===== src/rtl/hdw_pkg.sv =====
package hdw_pkg;
   typedef enum logic [2:0] {
      PH_IDLE  = 3'd0,
      PH_CMD   = 3'd1,
      PH_FIRST = 3'd2,
      PH_NEXT  = 3'd3,
      PH_CRC   = 3'd4
   } phase_t;

   localparam logic [1:0] PRE_CTRL  = 2'b01;
   localparam logic [1:0] PRE_FIRST = 2'b10;
   localparam logic [1:0] PRE_NEXT  = 2'b11;
endpackage


===== src/rtl/hdw_parity.sv =====
module hdw_parity #(
   parameter int DATA_W   = 16,
   parameter bit EVEN_INV = 1'b1
) (
   input  logic [DATA_W-1:0] payload,
   output logic [1:0]        parity
);
   localparam int HALF_W = DATA_W / 2;

   logic [HALF_W-1:0] odd_bits;
   logic [HALF_W-1:0] even_bits;

   for (genvar i = 0; i < HALF_W; i++) begin : g_split
      assign odd_bits[i]  = payload[2*i+1];
      assign even_bits[i] = payload[2*i];
   end

   if (EVEN_INV) begin : g_inv
      assign parity = {^odd_bits, ~(^even_bits)};
   end else begin : g_plain
      assign parity = {^odd_bits, ^even_bits};
   end
endmodule


===== src/rtl/hdw_crc.sv =====
module hdw_crc #(
   parameter int          DATA_W = 16,
   parameter int          CRC_W  = 5,
   parameter logic [CRC_W-1:0] POLY = 5'h05,
   parameter logic [CRC_W-1:0] INIT = 5'h1F
) (
   input  logic              clk,
   input  logic              rst_n,
   input  logic              init,
   input  logic              upd,
   input  logic [DATA_W-1:0] din,
   output logic [CRC_W-1:0]  crc
);
   logic [CRC_W-1:0] crc_nxt;

   always_comb begin
      logic fb;
      crc_nxt = crc;
      for (int i = DATA_W - 1; i >= 0; i--) begin
         fb      = crc_nxt[CRC_W-1] ^ din[i];
         crc_nxt = {crc_nxt[CRC_W-2:0], 1'b0} ^ (fb ? POLY : '0);
      end
   end

   always_ff @(posedge clk) begin
      if (!rst_n)    crc <= INIT;
      else if (init) crc <= INIT;
      else if (upd)  crc <= crc_nxt;
   end
endmodule


===== src/rtl/hdw_seq.sv =====
module hdw_seq
   import hdw_pkg::*;
(
   input  logic   clk,
   input  logic   rst_n,
   input  logic   cmd_valid,
   output logic   cmd_ready,
   input  logic   dat_valid,
   input  logic   dat_last,
   output logic   dat_ready,
   output logic   out_valid,
   input  logic   out_ready,
   output phase_t phase,
   output logic   crc_init,
   output logic   crc_upd
);
   phase_t phase_nxt;
   logic   in_data;
   logic   fire;

   assign in_data   = (phase == PH_FIRST) || (phase == PH_NEXT);
   assign cmd_ready = (phase == PH_IDLE);
   assign out_valid = (phase == PH_CMD) || (phase == PH_CRC) || (in_data && dat_valid);
   assign dat_ready = in_data && out_ready;
   assign fire      = out_valid && out_ready;
   assign crc_init  = cmd_valid && cmd_ready;
   assign crc_upd   = fire && (phase != PH_CRC);

   always_comb begin
      phase_nxt = phase;
      case (phase)
         PH_IDLE:  if (cmd_valid) phase_nxt = PH_CMD;
         PH_CMD:   if (fire)      phase_nxt = PH_FIRST;
         PH_FIRST,
         PH_NEXT:  if (fire)      phase_nxt = dat_last ? PH_CRC : PH_NEXT;
         PH_CRC:   if (fire)      phase_nxt = PH_IDLE;
         default:                 phase_nxt = PH_IDLE;
      endcase
   end

   always_ff @(posedge clk) begin
      if (!rst_n) phase <= PH_IDLE;
      else        phase <= phase_nxt;
   end


   in_stall_chk: assert property (@(posedge clk) disable iff (!rst_n)
      dat_ready |-> out_ready);
endmodule


===== src/rtl/hdr_ddr_wr_gen.sv =====
module hdr_ddr_wr_gen
   import hdw_pkg::*;
#(
   parameter int          CODE_W   = 8,
   parameter int          ADDR_W   = 7,
   parameter int          DATA_W   = 16,
   parameter int          WORD_W   = 20,
   parameter int          CRC_W    = 5,
   parameter logic [3:0]  TOKEN    = 4'hC,
   parameter logic [CRC_W-1:0] CRC_POLY = 5'h05,
   parameter logic [CRC_W-1:0] CRC_INIT = 5'h1F,
   parameter bit          EVEN_INV = 1'b1
) (
   input  logic              clk,
   input  logic              rst_n,
   input  logic              cmd_valid,
   output logic              cmd_ready,
   input  logic [CODE_W-1:0] cmd_code,
   input  logic [ADDR_W-1:0] cmd_addr,
   input  logic              dat_valid,
   output logic              dat_ready,
   input  logic [DATA_W-1:0] dat_word,
   input  logic              dat_last,
   output logic              out_valid,
   input  logic              out_ready,
   output logic [WORD_W-1:0] out_word
);
   localparam int PAD_W = WORD_W - 2 - 4 - CRC_W;

   if (WORD_W != DATA_W + 4) begin : g_bad_word
      $error("WORD_W must equal DATA_W + 4");
   end
   if (CODE_W + ADDR_W + 1 != DATA_W) begin : g_bad_cmd
      $error("command fields must fill the payload");
   end
   if (PAD_W < 0) begin : g_bad_pad
      $error("closing word too narrow");
   end

   phase_t            phase;
   logic              crc_init, crc_upd;
   logic [CRC_W-1:0]  crc;
   logic [CODE_W-2:0] code_q;
   logic [ADDR_W-1:0] addr_q;
   logic [DATA_W-1:0] payload;
   logic [1:0]        parity;

   always_ff @(posedge clk) begin
      if (!rst_n) begin
         code_q <= '0;
         addr_q <= '0;
      end else if (cmd_valid && cmd_ready) begin
         code_q <= cmd_code[CODE_W-2:0];
         addr_q <= cmd_addr;
      end
   end

   hdw_seq u_seq (
      .clk       (clk),
      .rst_n     (rst_n),
      .cmd_valid (cmd_valid),
      .cmd_ready (cmd_ready),
      .dat_valid (dat_valid),
      .dat_last  (dat_last),
      .dat_ready (dat_ready),
      .out_valid (out_valid),
      .out_ready (out_ready),
      .phase     (phase),
      .crc_init  (crc_init),
      .crc_upd   (crc_upd)
   );

   assign payload = (phase == PH_CMD) ? {1'b0, code_q, addr_q, 1'b0} : dat_word;

   hdw_parity #(.DATA_W(DATA_W), .EVEN_INV(EVEN_INV)) u_par (
      .payload (payload),
      .parity  (parity)
   );

   hdw_crc #(.DATA_W(DATA_W), .CRC_W(CRC_W), .POLY(CRC_POLY), .INIT(CRC_INIT)) u_crc (
      .clk   (clk),
      .rst_n (rst_n),
      .init  (crc_init),
      .upd   (crc_upd),
      .din   (payload),
      .crc   (crc)
   );

   always_comb begin
      case (phase)
         PH_CMD:   out_word = {PRE_CTRL,  payload, parity};
         PH_FIRST: out_word = {PRE_FIRST, payload, parity};
         PH_NEXT:  out_word = {PRE_NEXT,  payload, parity};
         PH_CRC:   out_word = {PRE_CTRL,  TOKEN, crc, {PAD_W{1'b0}}};
         default:  out_word = '0;
      endcase
   end


   hold_word_chk: assert property (@(posedge clk) disable iff (!rst_n)
      out_valid && !out_ready |=> out_valid && $stable(out_word));


   busy_chk: assert property (@(posedge clk) disable iff (!rst_n)
      out_valid |-> !cmd_ready);


   cmd_follow_chk: assert property (@(posedge clk) disable iff (!rst_n)
      cmd_valid && cmd_ready |=> out_valid && out_word[WORD_W-1 -: 2] == PRE_CTRL);


   back_idle_chk: assert property (@(posedge clk) disable iff (!rst_n)
      phase == PH_CRC && out_ready |=> cmd_ready && !out_valid);


   preamble_chk: assert property (@(posedge clk) disable iff (!rst_n)
      out_valid |-> out_word[WORD_W-1 -: 2] != 2'b00);
endmodule


===== config.mk =====
export PLATFORM = sky130hd
export DESIGN_NAME = hdr_ddr_wr_gen
export DESIGN_NICKNAME = d
export VERILOG_FILES = /design/src/rtl/hdw_pkg.sv /design/src/rtl/hdw_parity.sv /design/src/rtl/hdw_crc.sv /design/src/rtl/hdw_seq.sv /design/src/rtl/hdr_ddr_wr_gen.sv
export SDC_FILE = /design/constraint.sdc
export NUM_CORES = 1
export LEC_CHECK = 0
export BUFFER_PORTS_ARGS = -buffer_cell sky130_fd_sc_hd__buf_2
export CORE_MARGIN = 2
export CORE_UTILIZATION = 47
export DETAILED_ROUTE_END_ITERATION = 10
export PLACE_DENSITY = 0.77
export SYNTH_ARGS = -nofsm -noshare
export SYNTH_HDL_FRONTEND = slang
export SYNTH_SLANG_ARGS = --single-unit
export TNS_END_PERCENT = 30

===== constraint.sdc =====
create_clock -name clk -period 2.25 [get_ports clk]
set_input_delay 0.45 -clock clk [delete_from_list [all_inputs] [get_ports clk]]
set_output_delay 0.45 -clock clk [all_outputs]
set_load 0.005 [all_outputs]

Word level (Yosys, flattened, before mapping):

Cells that the tools add are included.

* reduce and logical (&&, ||, !) cells: 14
* muxes and demuxes: 24
* equal/unequal tests: 9
* bitwise logic cells: 34

Operator list (number)
* 20-bit one-hot mux with 4 select lines: 1
* 5-bit bitwise XOR: 16
* 3-bit 2-to-1 mux: 21
* 16-bit 2-to-1 mux: 1
* 8-bit parity: 2
* 1-bit bitwise XOR: 16
* 3-bit one-hot mux with 4 select lines: 1
* 3-bit by 2-bit == test with 1-bit output (second input constant): 2
* 2-bit by 1-bit != test with 1-bit output (second input constant): 3
* 1-bit logical AND: 5
* 4-bit AND reduction: 1
* 2-bit OR reduction: 2
* 3-bit by 1-bit == test with 1-bit output (second input constant): 1
* 3-bit == test (second input constant): 1
* 3-bit zero test: 1
* 1-bit logical OR: 3
* 3-bit != test (second input constant): 1
* 2-bit != test (second input constant): 1
* 1-bit NOT: 2

* output and inout port bits: 23
* input bits: 37
* register bits after elaboration: 22

Depth between registers and ports, before layout:

Gate-level depths: netlist of the first run.

* depth after elaboration: 50
* depth in mapped cells: 11
* gate-level depth less buffers: 8

By module:

Synthesis of the first run repeated with hierarchy kept, for this count alone.

* cells, all modules: 228
* area total of the unflattened synthesis: 2064.5 µm²

Modules (own cells, without submodules)
* hdr_ddr_wr_gen: seq. area each 280.3 µm², cells an instance 135, area each 1169.9 µm², times used 1
* hdw_crc: seq. area each 100.1 µm², cells an instance 51, area each 553.0 µm², times used 1
* hdw_seq: seq. area each 60.1 µm², cells an instance 28, area each 219.0 µm², times used 1
* hdw_parity: seq. area each 0.0 µm², cells an instance 14, area each 122.6 µm², times used 1

Worst setup path before layout of the first run:

OpenSTA, ideal clock, no wires.

* path type: register to register
* start: register u_seq.phase[0]
* end: register u_crc.crc[3]
* slack: 0.050 ns
* cell stages (with the launch flop): 11
* data arrival time: 2.072 ns
* period minus slack after synthesis: 2.200 ns
* buffers on the path: 2
* data required time: 2.122 ns
* cells stage by stage: dfxtp_1 > buf_6 > nor3b_4 > buf_6 > mux2i_4 > xor2_2 > xnor3_1 > xor2_1 > xnor2_1 > xnor2_1 > o21ai_1

* word-level cells in the longest chain between the ends: 28

Ends and longest elaborated chain
* start, declared: RTL line hdw_seq.sv:13 `output phase_t phase,`
* start signal, assigned: RTL line hdw_seq.sv:43 `else phase <= phase_nxt;`
* 3-bit by 1-bit == test with 1-bit output: RTL line hdw_seq.sv:23, hdr_ddr_wr_gen.sv:73
* 16-bit 2-to-1 mux: RTL line hdr_ddr_wr_gen.sv:73 `assign payload = (phase == PH_CMD) ? {1'b0, code_q, addr_q, 1'b0} : dat_word;`
* 1-bit bitwise XOR: RTL line hdw_crc.sv:20 `fb = crc_nxt[CRC_W-1] ^ din[i];`
* 3-bit 2-to-1 mux: RTL line hdw_crc.sv:21 `crc_nxt = {crc_nxt[CRC_W-2:0], 1'b0} ^ (fb ? POLY : '0);`
* 5-bit bitwise XOR (3 in a row): RTL line hdw_crc.sv:21
* 1-bit bitwise XOR or 5-bit bitwise XOR (tied branches): RTL line hdw_crc.sv:20, hdw_crc.sv:21
* 3-bit 2-to-1 mux or 5-bit bitwise XOR (tied branches): RTL line hdw_crc.sv:21
* 5-bit bitwise XOR or 1-bit bitwise XOR (tied branches): RTL line hdw_crc.sv:21, hdw_crc.sv:20
* [9 not listed]
* 5-bit bitwise XOR or 1-bit bitwise XOR (tied branches): RTL line hdw_crc.sv:21, hdw_crc.sv:20
* 5-bit bitwise XOR or 3-bit 2-to-1 mux (tied branches): RTL line hdw_crc.sv:21
* 5-bit bitwise XOR: RTL line hdw_crc.sv:21
* 1-bit bitwise XOR or 5-bit bitwise XOR (tied branches): RTL line hdw_crc.sv:20, hdw_crc.sv:21
* 3-bit 2-to-1 mux or 5-bit bitwise XOR (tied branches): RTL line hdw_crc.sv:21
* 5-bit bitwise XOR or 1-bit bitwise XOR (tied branches): RTL line hdw_crc.sv:21, hdw_crc.sv:20
* 5-bit bitwise XOR or 3-bit 2-to-1 mux (tied branches): RTL line hdw_crc.sv:21
* 5-bit bitwise XOR (2 in a row): RTL line hdw_crc.sv:21
* end signal, assigned: RTL line hdw_crc.sv:28 `else if (upd) crc <= crc_nxt;`
* end, declared: RTL line hdw_crc.sv:12 `output logic [CRC_W-1:0] crc`

Several ways; a longest one is shown, not always the timed one.
A chain may end at the register's enable or synchronous reset.

Worst setup path after layout of the first run:

* start: register u_seq.phase[2]
* end: output port out_word[0]

* word-level cells in the longest chain between the ends: 5

Ends and longest elaborated chain
* 3-bit by 1-bit == test with 1-bit output: RTL line hdr_ddr_wr_gen.sv:73, hdr_ddr_wr_gen.sv:90
* 16-bit 2-to-1 mux: RTL line hdr_ddr_wr_gen.sv:73
* 8-bit parity: RTL line hdw_parity.sv:19 `assign parity = {^odd_bits, ~(^even_bits)};`
* 1-bit NOT: RTL line hdw_parity.sv:19
* 20-bit one-hot mux with 4 select lines (*): RTL line hdr_ddr_wr_gen.sv:90 `case (phase)`
* end, declared: RTL line hdr_ddr_wr_gen.sv:26 `output logic [WORD_W-1:0] out_word`

Every way passes the cells marked *; elsewhere a longest branch is shown, timed or not.

==> flow_summary.toml, run 1 <==
[min_path]
hold_path.class = "primary input to flip-flop"
hold_path_end = "addr_q[3]$_SDFFE_PN0P_"
worst_hold_startpoint = "cmd_addr[3]"
hold-path-cell-count = 3

[sta]
timing_max_transition_violations_final = 0
worst_setup_slack_after_layout_ns = -0.0233
slew-limit-headroom_pct = 64.1
setup_violations = 2
final.min_clock_period_ns = 2.27
rsz0062_at_grt = "yes"
min_period_over_period_pct = 101
clock_skew_ns = 0.00532
tns_ns = -0.0296
report.final.hold_viol_count = 0
maxClockFrequency_ghz = 0.440
worst_pin_slew_ns = 0.537
post_route_worst_hold_slack_ns = 0.420

[detailed_routing]
dr.first_iter.drc_count = 113
routed_wire_length_per_instance_um = 14.6
drt_first_pass_iters = 4
postRouteWirelength_um = 5470
detail-route-antenna-nets = 0
routed_via_density = 5.38
drc = 0
route.vias.total = 2017

[grt]
antenna_violations_before_repair = 0
global_route.usage.total_pct = 22.3
maximum_number_of_pins_on_one_net_before_global_route_repair = 25
grt_first_pass_wirelength_um = 8890
via_count_of_the_first_global_routing_pass = 1885
overflow = 0

[worst_setup_path]
worstSetupStartpointType = "flip-flop"
cpMaxStageDelayCell = "sky130_fd_sc_hd__dfxtp_2"
crit_fanout = 17
worstSetupEndpointType = "output pin"
timing.rr.start = "u_seq.phase[2]$_SDFFE_PN0P_"
critical_path_arrival_ns = 1.82
worstPathRequired_ns = 1.80
cpPeakStageDelay_ns = 0.34
critPathKind = "flip-flop to output pin"
regToRegEndpoint = "u_crc.crc[3]$_SDFFE_PP1P_"
launch_point_of_the_critical_path = "u_seq.phase[2]$_SDFFE_PN0P_"
regToRegSetupSlack_ns = 0.01
reg2reg_depth = 9
cpLargestDelayFamily = "simple AND/OR/NAND/NOR gates"
worstPathCellList = "nor3b_4 > buf_12 > buf_6 > nor2_1 > a21oi_2 > xnor2_1 > nor3_1 > buf_2"
path_buf_inv = 3

[power]
worst_ir_drop_vdd_uv = 675
power_density_nw_per_um2 = 1190
power.static_leakage_nw = 1.11

[layout]
flow.area_growth_from_synthesis_pct = 27.9
layout.cell_area.non_filler_um2 = 2600
design.final.nets = 363
n_antenna_cell = 0
post-route-util_pct = 63.6
post_route_cells_drive_above_1_share_pct = 30.5
multi_input_area_um2 = 1570
nFillCells = 373
ff_latch_area_um2 = 442

[placement]
dpl_worst_slack_ns = -0.0266
dpl_cell_area_um2 = 2420
dp_hpwl_um = 4110
place.gp.congestion = 0.938
io_buffers = 58

[die]
die_w_um = 69.8
starting_utilization_of_the_core_area_pct = 49.8
num_io_pins = 60
design.die.area_um2 = 4870
die_height_um = 69.8
floorplan.rows = 23
std_cell_core_area_um2 = 4090

[clocking]
clock-sinks = 22
clkSlewWorstSetupHoldPaths_ns = 0.08
clockBufferDepth = 2
clock_tree.htree_level_count = 1
cts.root.buffer_cell = "sky130_fd_sc_hd__clkbuf_8"
worstSkewPairLatency_ns = 0.27
cts_buffers = 3
cts_tree = "built"

[synthesis]
synthDistinctLibCells = 34
mappedNetlistNets = 301
synthesis.area_per_instance_um2 = 7.70
post_synthesis_cells = 264
syn_area_um2 = 2030
synthesis.yosys.warnings = 0
yosys_reg_bits = 22
synth.yosys.seq_area_share_pct = 21.7

[job]
maxCapViolations = 0

[outcome]
status = "finished, violations left"
failing_checks = "setup timing"
## report_power, final
part,internal (W),switching (W)
logic,0.00113,0.00111
registers,0.000459,0.000102
clock network,0.000156,0.000129
## repair_timing
| action | 4_1_cts | 5_1_grt |
|---|---|---|
| pin swaps | 1 | 5 |
| buffers inserted | 0 | 4 |
| hold buffers | 0 | 0 |
| setup endpoints to repair | 5 | 11 |
| gates resized for setup | 4 | 10 |
| hold endpoints to repair | 0 | 0 |
| gates cloned | 0 | 1 |
## metrics by stage
step,instances,total power (W)
final,375,0.00309
after global routing,375,0.00332
after CTS,370,0.00290
after detailed placement,366,0.00259
after global placement,366,0.00257
after floorplan,264,0.00213
## registers in the layout, indices dropped and copies added, names as in the netlist
register,count
u_seq.phase,3
addr_q,7
code_q,7
u_crc.crc,5
## cell usage after synthesis
| master | n | area (µm²) |
|---|---|---|
| sky130_fd_sc_hd__o221a_2 | 1 | 11.3 |
| sky130_fd_sc_hd__and2_0 | 1 | 6.26 |
| sky130_fd_sc_hd__xor2_1 | 14 | 123 |
| sky130_fd_sc_hd__o21a_1 | 1 | 7.51 |
| sky130_fd_sc_hd__nor2_1 | 13 | 48.8 |
| sky130_fd_sc_hd__or3b_2 | 1 | 8.76 |
| sky130_fd_sc_hd__xor2_2 | 1 | 16.3 |
| sky130_fd_sc_hd__a22oi_1 | 13 | 97.6 |
| sky130_fd_sc_hd__nor3_1 | 4 | 20.0 |
| sky130_fd_sc_hd__mux2i_4 | 1 | 22.5 |
| sky130_fd_sc_hd__and2_1 | 2 | 12.5 |
| sky130_fd_sc_hd__nand2b_1 | 2 | 12.5 |
| sky130_fd_sc_hd__or3_1 | 1 | 6.26 |
| sky130_fd_sc_hd__xnor3_1 | 2 | 45.0 |
| sky130_fd_sc_hd__nor2b_1 | 6 | 37.5 |
| sky130_fd_sc_hd__nand2_1 | 49 | 184 |
| sky130_fd_sc_hd__o2111ai_1 | 1 | 8.76 |
| sky130_fd_sc_hd__xnor2_1 | 51 | 447 |
| sky130_fd_sc_hd__clkbuf_1 | 15 | 56.3 |
| sky130_fd_sc_hd__mux2i_1 | 7 | 70.1 |
| sky130_fd_sc_hd__buf_6 | 2 | 22.5 |
| sky130_fd_sc_hd__a211oi_1 | 1 | 7.51 |
| sky130_fd_sc_hd__buf_2 | 1 | 5.00 |
| sky130_fd_sc_hd__a21boi_0 | 15 | 113 |
| sky130_fd_sc_hd__a21o_1 | 1 | 7.51 |
| sky130_fd_sc_hd__a22o_1 | 1 | 8.76 |
| sky130_fd_sc_hd__dfxtp_1 | 22 | 440 |
| sky130_fd_sc_hd__a21oi_1 | 13 | 65.1 |
| sky130_fd_sc_hd__o21ai_1 | 2 | 10.0 |
| sky130_fd_sc_hd__nor3b_4 | 1 | 18.8 |
| sky130_fd_sc_hd__nand3_1 | 3 | 15.0 |
| sky130_fd_sc_hd__nand3b_1 | 1 | 7.51 |
| sky130_fd_sc_hd__o21ai_0 | 12 | 60.1 |
| sky130_fd_sc_hd__buf_1 | 3 | 11.3 |
## cell families after synthesis
logic type / count (synthesis) / share of synthesized area, %
flops: 22 / 21.7
buf+inv: 21 / 4.68
simple gates: 84 / 18.6
compound gates: 61 / 19.5
xor+xnor: 68 / 31.0
mux: 8 / 4.55
## worst max path at each step
stage	cells past startpoint	slack, ns	to
after floorplan	10	0.05	u_crc.crc[3]$_SDFFE_PP1P_
after global placement	9	0.02	u_crc.crc[3]$_SDFFE_PP1P_
after detailed placement	9	-0.03	u_crc.crc[3]$_SDFFE_PP1P_
after CTS	9	-0.01	u_crc.crc[3]$_SDFFE_PP1P_
after global routing	8	-0.13	out_word[0]
final	8	-0.02	out_word[0]
## worst register-to-register path: stages (launching register included)
cell,delay [ns]
sky130_fd_sc_hd__dfxtp_2,0.34
sky130_fd_sc_hd__nor3b_4,0.25
sky130_fd_sc_hd__buf_12,0.17
sky130_fd_sc_hd__mux2i_4,0.27
sky130_fd_sc_hd__xnor2_2,0.14
sky130_fd_sc_hd__xnor3_2,0.39
sky130_fd_sc_hd__xor2_2,0.17
sky130_fd_sc_hd__xnor2_1,0.20
sky130_fd_sc_hd__xnor2_1,0.14
sky130_fd_sc_hd__o21ai_1,0.07
## layout by cell type, fill, tap and decap left out, types with 2 or more instances in the layout
cell type,synthesis,layout
sky130_fd_sc_hd__buf_2,1,58
sky130_fd_sc_hd__nand2_1,49,49
sky130_fd_sc_hd__xnor2_1,51,47
sky130_fd_sc_hd__dfxtp_1,22,21
sky130_fd_sc_hd__buf_4,0,17
sky130_fd_sc_hd__a21boi_0,15,15
sky130_fd_sc_hd__a22oi_1,13,13
sky130_fd_sc_hd__nor2_1,13,13
sky130_fd_sc_hd__xor2_1,14,12
sky130_fd_sc_hd__o21ai_0,12,12
sky130_fd_sc_hd__a21oi_1,13,12
sky130_fd_sc_hd__nor2b_1,6,5
sky130_fd_sc_hd__mux2i_1,7,5
sky130_fd_sc_hd__xnor2_2,0,4
sky130_fd_sc_hd__nor3_1,4,4
sky130_fd_sc_hd__clkbuf_8,0,4
sky130_fd_sc_hd__xor2_2,1,3
sky130_fd_sc_hd__nand3_1,3,3
sky130_fd_sc_hd__and2_1,2,2
sky130_fd_sc_hd__nand2b_1,2,2
sky130_fd_sc_hd__mux2i_4,1,2
sky130_fd_sc_hd__o21ai_1,2,2
## routing by layer
| layer | GRT usage [%] | wire length, µm | vias up |
|---|---|---|---|
| met5 | 0 | 0 | - |
| met4 | 6.20 | 95 | 0 |
| met3 | 1.89 | 344 | 10 |
| met2 | 36.7 | 2620 | 74 |
| met1 | 31.2 | 2410 | 936 |
| li1 | - | - | 997 |
## final cells by class
| class | count | share of cell area, % |
|---|---|---|
| clock buffers | 4 | 2.12 |
| well taps | 50 | 2.41 |
| repair buffers | 78 | 18.2 |
| flip-flops and latches | 22 | 17.0 |
| multi-input cells | 221 | 60.3 |
Power figures use the tool's default switching activity.
==> inputs of run 2 (changes only) <==
--- a/config.mk
+++ b/config.mk
@@ -5,11 +5,14 @@
 export SDC_FILE = /design/constraint.sdc
 export NUM_CORES = 1
 export LEC_CHECK = 0
+export ABC_AREA = 1
 export BUFFER_PORTS_ARGS = -buffer_cell sky130_fd_sc_hd__buf_2
 export CORE_MARGIN = 2
 export CORE_UTILIZATION = 47
 export DETAILED_ROUTE_END_ITERATION = 10
+export MAX_ROUTING_LAYER = met4
 export PLACE_DENSITY = 0.77
+export SETUP_SLACK_MARGIN = 0.2
 export SYNTH_ARGS = -nofsm -noshare
 export SYNTH_HDL_FRONTEND = slang
 export SYNTH_SLANG_ARGS = --single-unit
==> run 2 against run 1 <==
  * The run still ends with setup timing left
  * Synthesized area decreased by 0.92%
  * Non-clock buffer count is 6 higher
  * Register-to-register slack worse by 0.38 ns
  * Largest power group unchanged
==> flow_summary.toml, run 2 <==
[layout]
post-route-util_pct = 76.5
finalNonFillerCells = 471
nFillCells = 288
n_antenna_cell = 0
post_route_cells_drive_above_1_share_pct = 48.9
flow.area_growth_from_synthesis_pct = 54.0
most_common_cell_after_layout_fill_and_taps_aside = "sky130_fd_sc_hd__buf_2"
layout_common_cells = "58 x sky130_fd_sc_hd__buf_2, 57 x sky130_fd_sc_hd__nand2_1, 42 x sky130_fd_sc_hd__nand2_2, 38 x sky130_fd_sc_hd__inv_1, 29 x sky130_fd_sc_hd__nand3_1"
ff_latch_area_um2 = 444
largestRegisters = "addr_q: 7 flops, code_q: 7 flops, u_crc.crc: 5 flops"
design.final.nets = 460
multi_input_area_um2 = 1790
layout.cell_area.non_filler_um2 = 3100

[grt]
antenna_violations_before_repair = 0
via_count_of_the_first_global_routing_pass = 2420
overflow = 0
grt_first_pass_wirelength_um = 10500
global_route.usage.total_pct = 26.9
maximum_number_of_pins_on_one_net_before_global_route_repair = 17

[die]
design.die.area_um2 = 4830
std_cell_core_area_um2 = 4060
die_w_um = 69.5
starting_utilization_of_the_core_area_pct = 49.6
num_io_pins = 60
floorplan.rows = 23
die_height_um = 69.5

[synthesis]
async_reset_ff_share_pct = 0
yosys_reg_bits = 22
synth.yosys.seq_area_share_pct = 21.9
yosysTopAreaCell = "sky130_fd_sc_hd__dfxtp_1"
synthesis.area_per_instance_um2 = 5.86
syn_area_um2 = 2010
synth-main-ff-cell = "sky130_fd_sc_hd__dfxtp_1"
number_of_enable_flip_flop_cells_after_synthesis = 0
post-synth-top-area-fraction_pct = 21.9
mappedNetlistNets = 381
synth_most_common_cell = "sky130_fd_sc_hd__nand2_1"
ys_top_cells_by_area = "sky130_fd_sc_hd__dfxtp_1 22%, sky130_fd_sc_hd__nand2_1 20%, sky130_fd_sc_hd__nand3_1 11%, sky130_fd_sc_hd__inv_1 8.4%, sky130_fd_sc_hd__a21oi_1 7.2%"
synthDistinctLibCells = 27
netlist_top_cells_count = "108 x sky130_fd_sc_hd__nand2_1, 45 x sky130_fd_sc_hd__inv_1, 43 x sky130_fd_sc_hd__nand3_1"
post_synthesis_cells = 344
synthesis.yosys.warnings = 0

[placement]
dp_hpwl_um = 4510
dpl_cell_area_um2 = 2370
io_buffers = 58
place.gp.congestion = 0.881
placed_cell_count = 451

[worst_setup_path]
critical_path_arrival_ns = 2.77
worstSetupStartpointType = "flip-flop"
crit_fanout = 6
timing.rr.start = "u_seq.phase[1]$_SDFFE_PN0P_"
worst_setup_path_endpoint = "u_crc.crc[2]$_SDFFE_PP1P_"
critPathKind = "flip-flop to flip-flop"
regToRegSetupSlack_ns = -0.37
regToRegEndpoint = "u_crc.crc[2]$_SDFFE_PP1P_"
worstPathRequired_ns = 2.40
worstSetupEndpointType = "flip-flop"
reg2reg_depth = 23
launch_point_of_the_critical_path = "u_seq.phase[1]$_SDFFE_PN0P_"

[sta]
maxClockFrequency_ghz = 0.382
final.min_clock_period_ns = 2.62
timing_max_transition_violations_final = 0
post_route_worst_hold_slack_ns = 0.444
rsz0062_at_grt = "yes"
report.final.hold_viol_count = 0
setup_violations = 7
worst_pin_slew_ns = 0.449
min_period_over_period_pct = 116
worst_setup_slack_after_layout_ns = -0.369
clock_skew_ns = 0.00900
slew-limit-headroom_pct = 70.0

[detailed_routing]
wl_met1_um = 3050
met3WireLength_um = 659
route.vias.total = 2785
dr.first_iter.drc_count = 232
drc = 0
routed_wire_length_per_instance_um = 16.2
met2_wirelength_um = 3620
routed_via_density = 5.91
drt_first_pass_iters = 5
postRouteWirelength_um = 7610
detail-route-antenna-nets = 0
highest_layer = "met4"

[power]
worst_ir_drop_vdd_uv = 716
post_layout_power_w = 0.00524
power.sequential.fraction_pct = 11.5
power.share.switching_pct = 56.0
netSwitchingPower_w = 0.00293
clockPowerShare_pct = 4.7
combPwrFrac_pct = 83.8
cell_internal_pwr_w = 0.00230
power.static_leakage_nw = 1.61
power_density_nw_per_um2 = 1690

[outcome]
status = "finished, violations left"
failing_checks = "setup timing"

[clocking]
cts_buffers = 3
clockBufferDepth = 2
cts.root.buffer_cell = "sky130_fd_sc_hd__clkbuf_8"
cts_tree = "built"
clock-sinks = 22
clock_tree.htree_level_count = 1
cts-hold-fix-buffers = 0
clkSlewWorstSetupHoldPaths_ns = 0.08
worstSkewPairLatency_ns = 0.27

[min_path]
hold_path.class = "primary input to flip-flop"

[job]
maxCapViolations = 0
[run 2: cell count changes in the layout (fill, tap and decap cells not counted), moves of 15 or more]
cell                       before  now
sky130_fd_sc_hd__nand2_2        0   42
sky130_fd_sc_hd__nand2_4        0   21
sky130_fd_sc_hd__a21oi_1       12   28
sky130_fd_sc_hd__a21boi_0      15    0
sky130_fd_sc_hd__nand3_1        3   29
sky130_fd_sc_hd__inv_1          0   38
sky130_fd_sc_hd__xnor2_1       47    3
[run 2: layout make-up]
type                            count  area share, %
Timing Repair Buffer               84           17.7
Tap cell                           50           2.02
Multi-Input combinational cell    260           57.6
Clock buffer                        3           1.33
Timing Repair inverter              1          0.282
Inverter                           51           6.73
Sequential cell                    22           14.3
[run 2: critical path: stages (launching register included)]
cell and delay (ns):
sky130_fd_sc_hd__dfxtp_2 0.34, sky130_fd_sc_hd__inv_2 0.07, sky130_fd_sc_hd__nand3_4 0.15, sky130_fd_sc_hd__buf_12 0.19, sky130_fd_sc_hd__buf_8 0.13, sky130_fd_sc_hd__buf_12 0.12, sky130_fd_sc_hd__nand2_1 0.09, sky130_fd_sc_hd__nand3_2 0.12
sky130_fd_sc_hd__nand3_2 0.12, sky130_fd_sc_hd__nand2_2 0.10, sky130_fd_sc_hd__inv_1 0.09, sky130_fd_sc_hd__nand2_1 0.09, sky130_fd_sc_hd__nand2_2 0.11, sky130_fd_sc_hd__inv_1 0.06, sky130_fd_sc_hd__nand2_2 0.07, sky130_fd_sc_hd__nand2_2 0.07
sky130_fd_sc_hd__nand2_2 0.06, sky130_fd_sc_hd__nand2_2 0.07, sky130_fd_sc_hd__inv_2 0.06, sky130_fd_sc_hd__nand2_2 0.07, sky130_fd_sc_hd__nand2_2 0.07, sky130_fd_sc_hd__nand2_1 0.07, sky130_fd_sc_hd__nand3_1 0.10, sky130_fd_sc_hd__nand2_1 0.06
[run 2: layer usage]
| metal | GRT usage [%] | vias up |
|---|---|---|
| met2 | 44.7 | 203 |
| met1 | 33.1 | 1264 |
| met4 | 10.9 | 0 |
| met5 | - | - |
| met3 | 3.34 | 38 |
| li1 | - | 1280 |
[run 2: worst min path at each step]
stage	start	slack (ns)	to	depth (start not counted)
CTS	cmd_code[3]	0.45	code_q[3]$_SDFFE_PN0P_	3
detailed placement	addr_q[1]$_SDFFE_PN0P_	0.46	addr_q[1]$_SDFFE_PN0P_	2
floorplan	code_q[0]$_SDFFE_PN0P_	0.44	code_q[0]$_SDFFE_PN0P_	2
global placement	addr_q[3]$_SDFFE_PN0P_	0.45	addr_q[3]$_SDFFE_PN0P_	2
finish	cmd_code[3]	0.44	code_q[3]$_SDFFE_PN0P_	3
global route	cmd_code[2]	0.47	code_q[2]$_SDFFE_PN0P_	3
[run 2: kinds of logic after synthesis]
| family | Yosys count | share of synthesized area [%] |
|---|---|---|
| AO/OA/AOI/OAI | 60 | 16.5 |
| buffers and inverters | 62 | 13.3 |
| AND/OR/NAND/NOR | 189 | 43.6 |
| XOR/XNOR | 11 | 4.78 |
| flip-flops | 22 | 21.9 |
[run 2: power by group through the flow]
stage / Combinational [W] / Sequential (W) / Clock, W
after floorplan: 0.00211 / 0.000566 / 0
after global placement: 0.00265 / 0.000584 / 0
after detailed placement: 0.00271 / 0.000588 / 0
after CTS: 0.00346 / 0.000587 / 0.000242
after global routing: 0.00466 / 0.000612 / 0.000259
final: 0.00439 / 0.000604 / 0.000244
[run 2: repair_timing]
item / in CTS / in global routing
pin swaps: 35 / 40
cloned: 0 / 1
setup endpoints to repair: 21 / 32
gates resized for setup: 75 / 70
setup buffers: 15 / 1
[run 2: through the flow]
stage	worst slack, ns	setup TNS [ns]
6_report	-0.369	-1.69
5_1_grt	-0.402	-2.26
4_1_cts	-0.109	-0.238
3_5_place_dp	-0.00130	-0.00130
3_3_place_gp	0.0467	0
2_1_floorplan	0.203	0
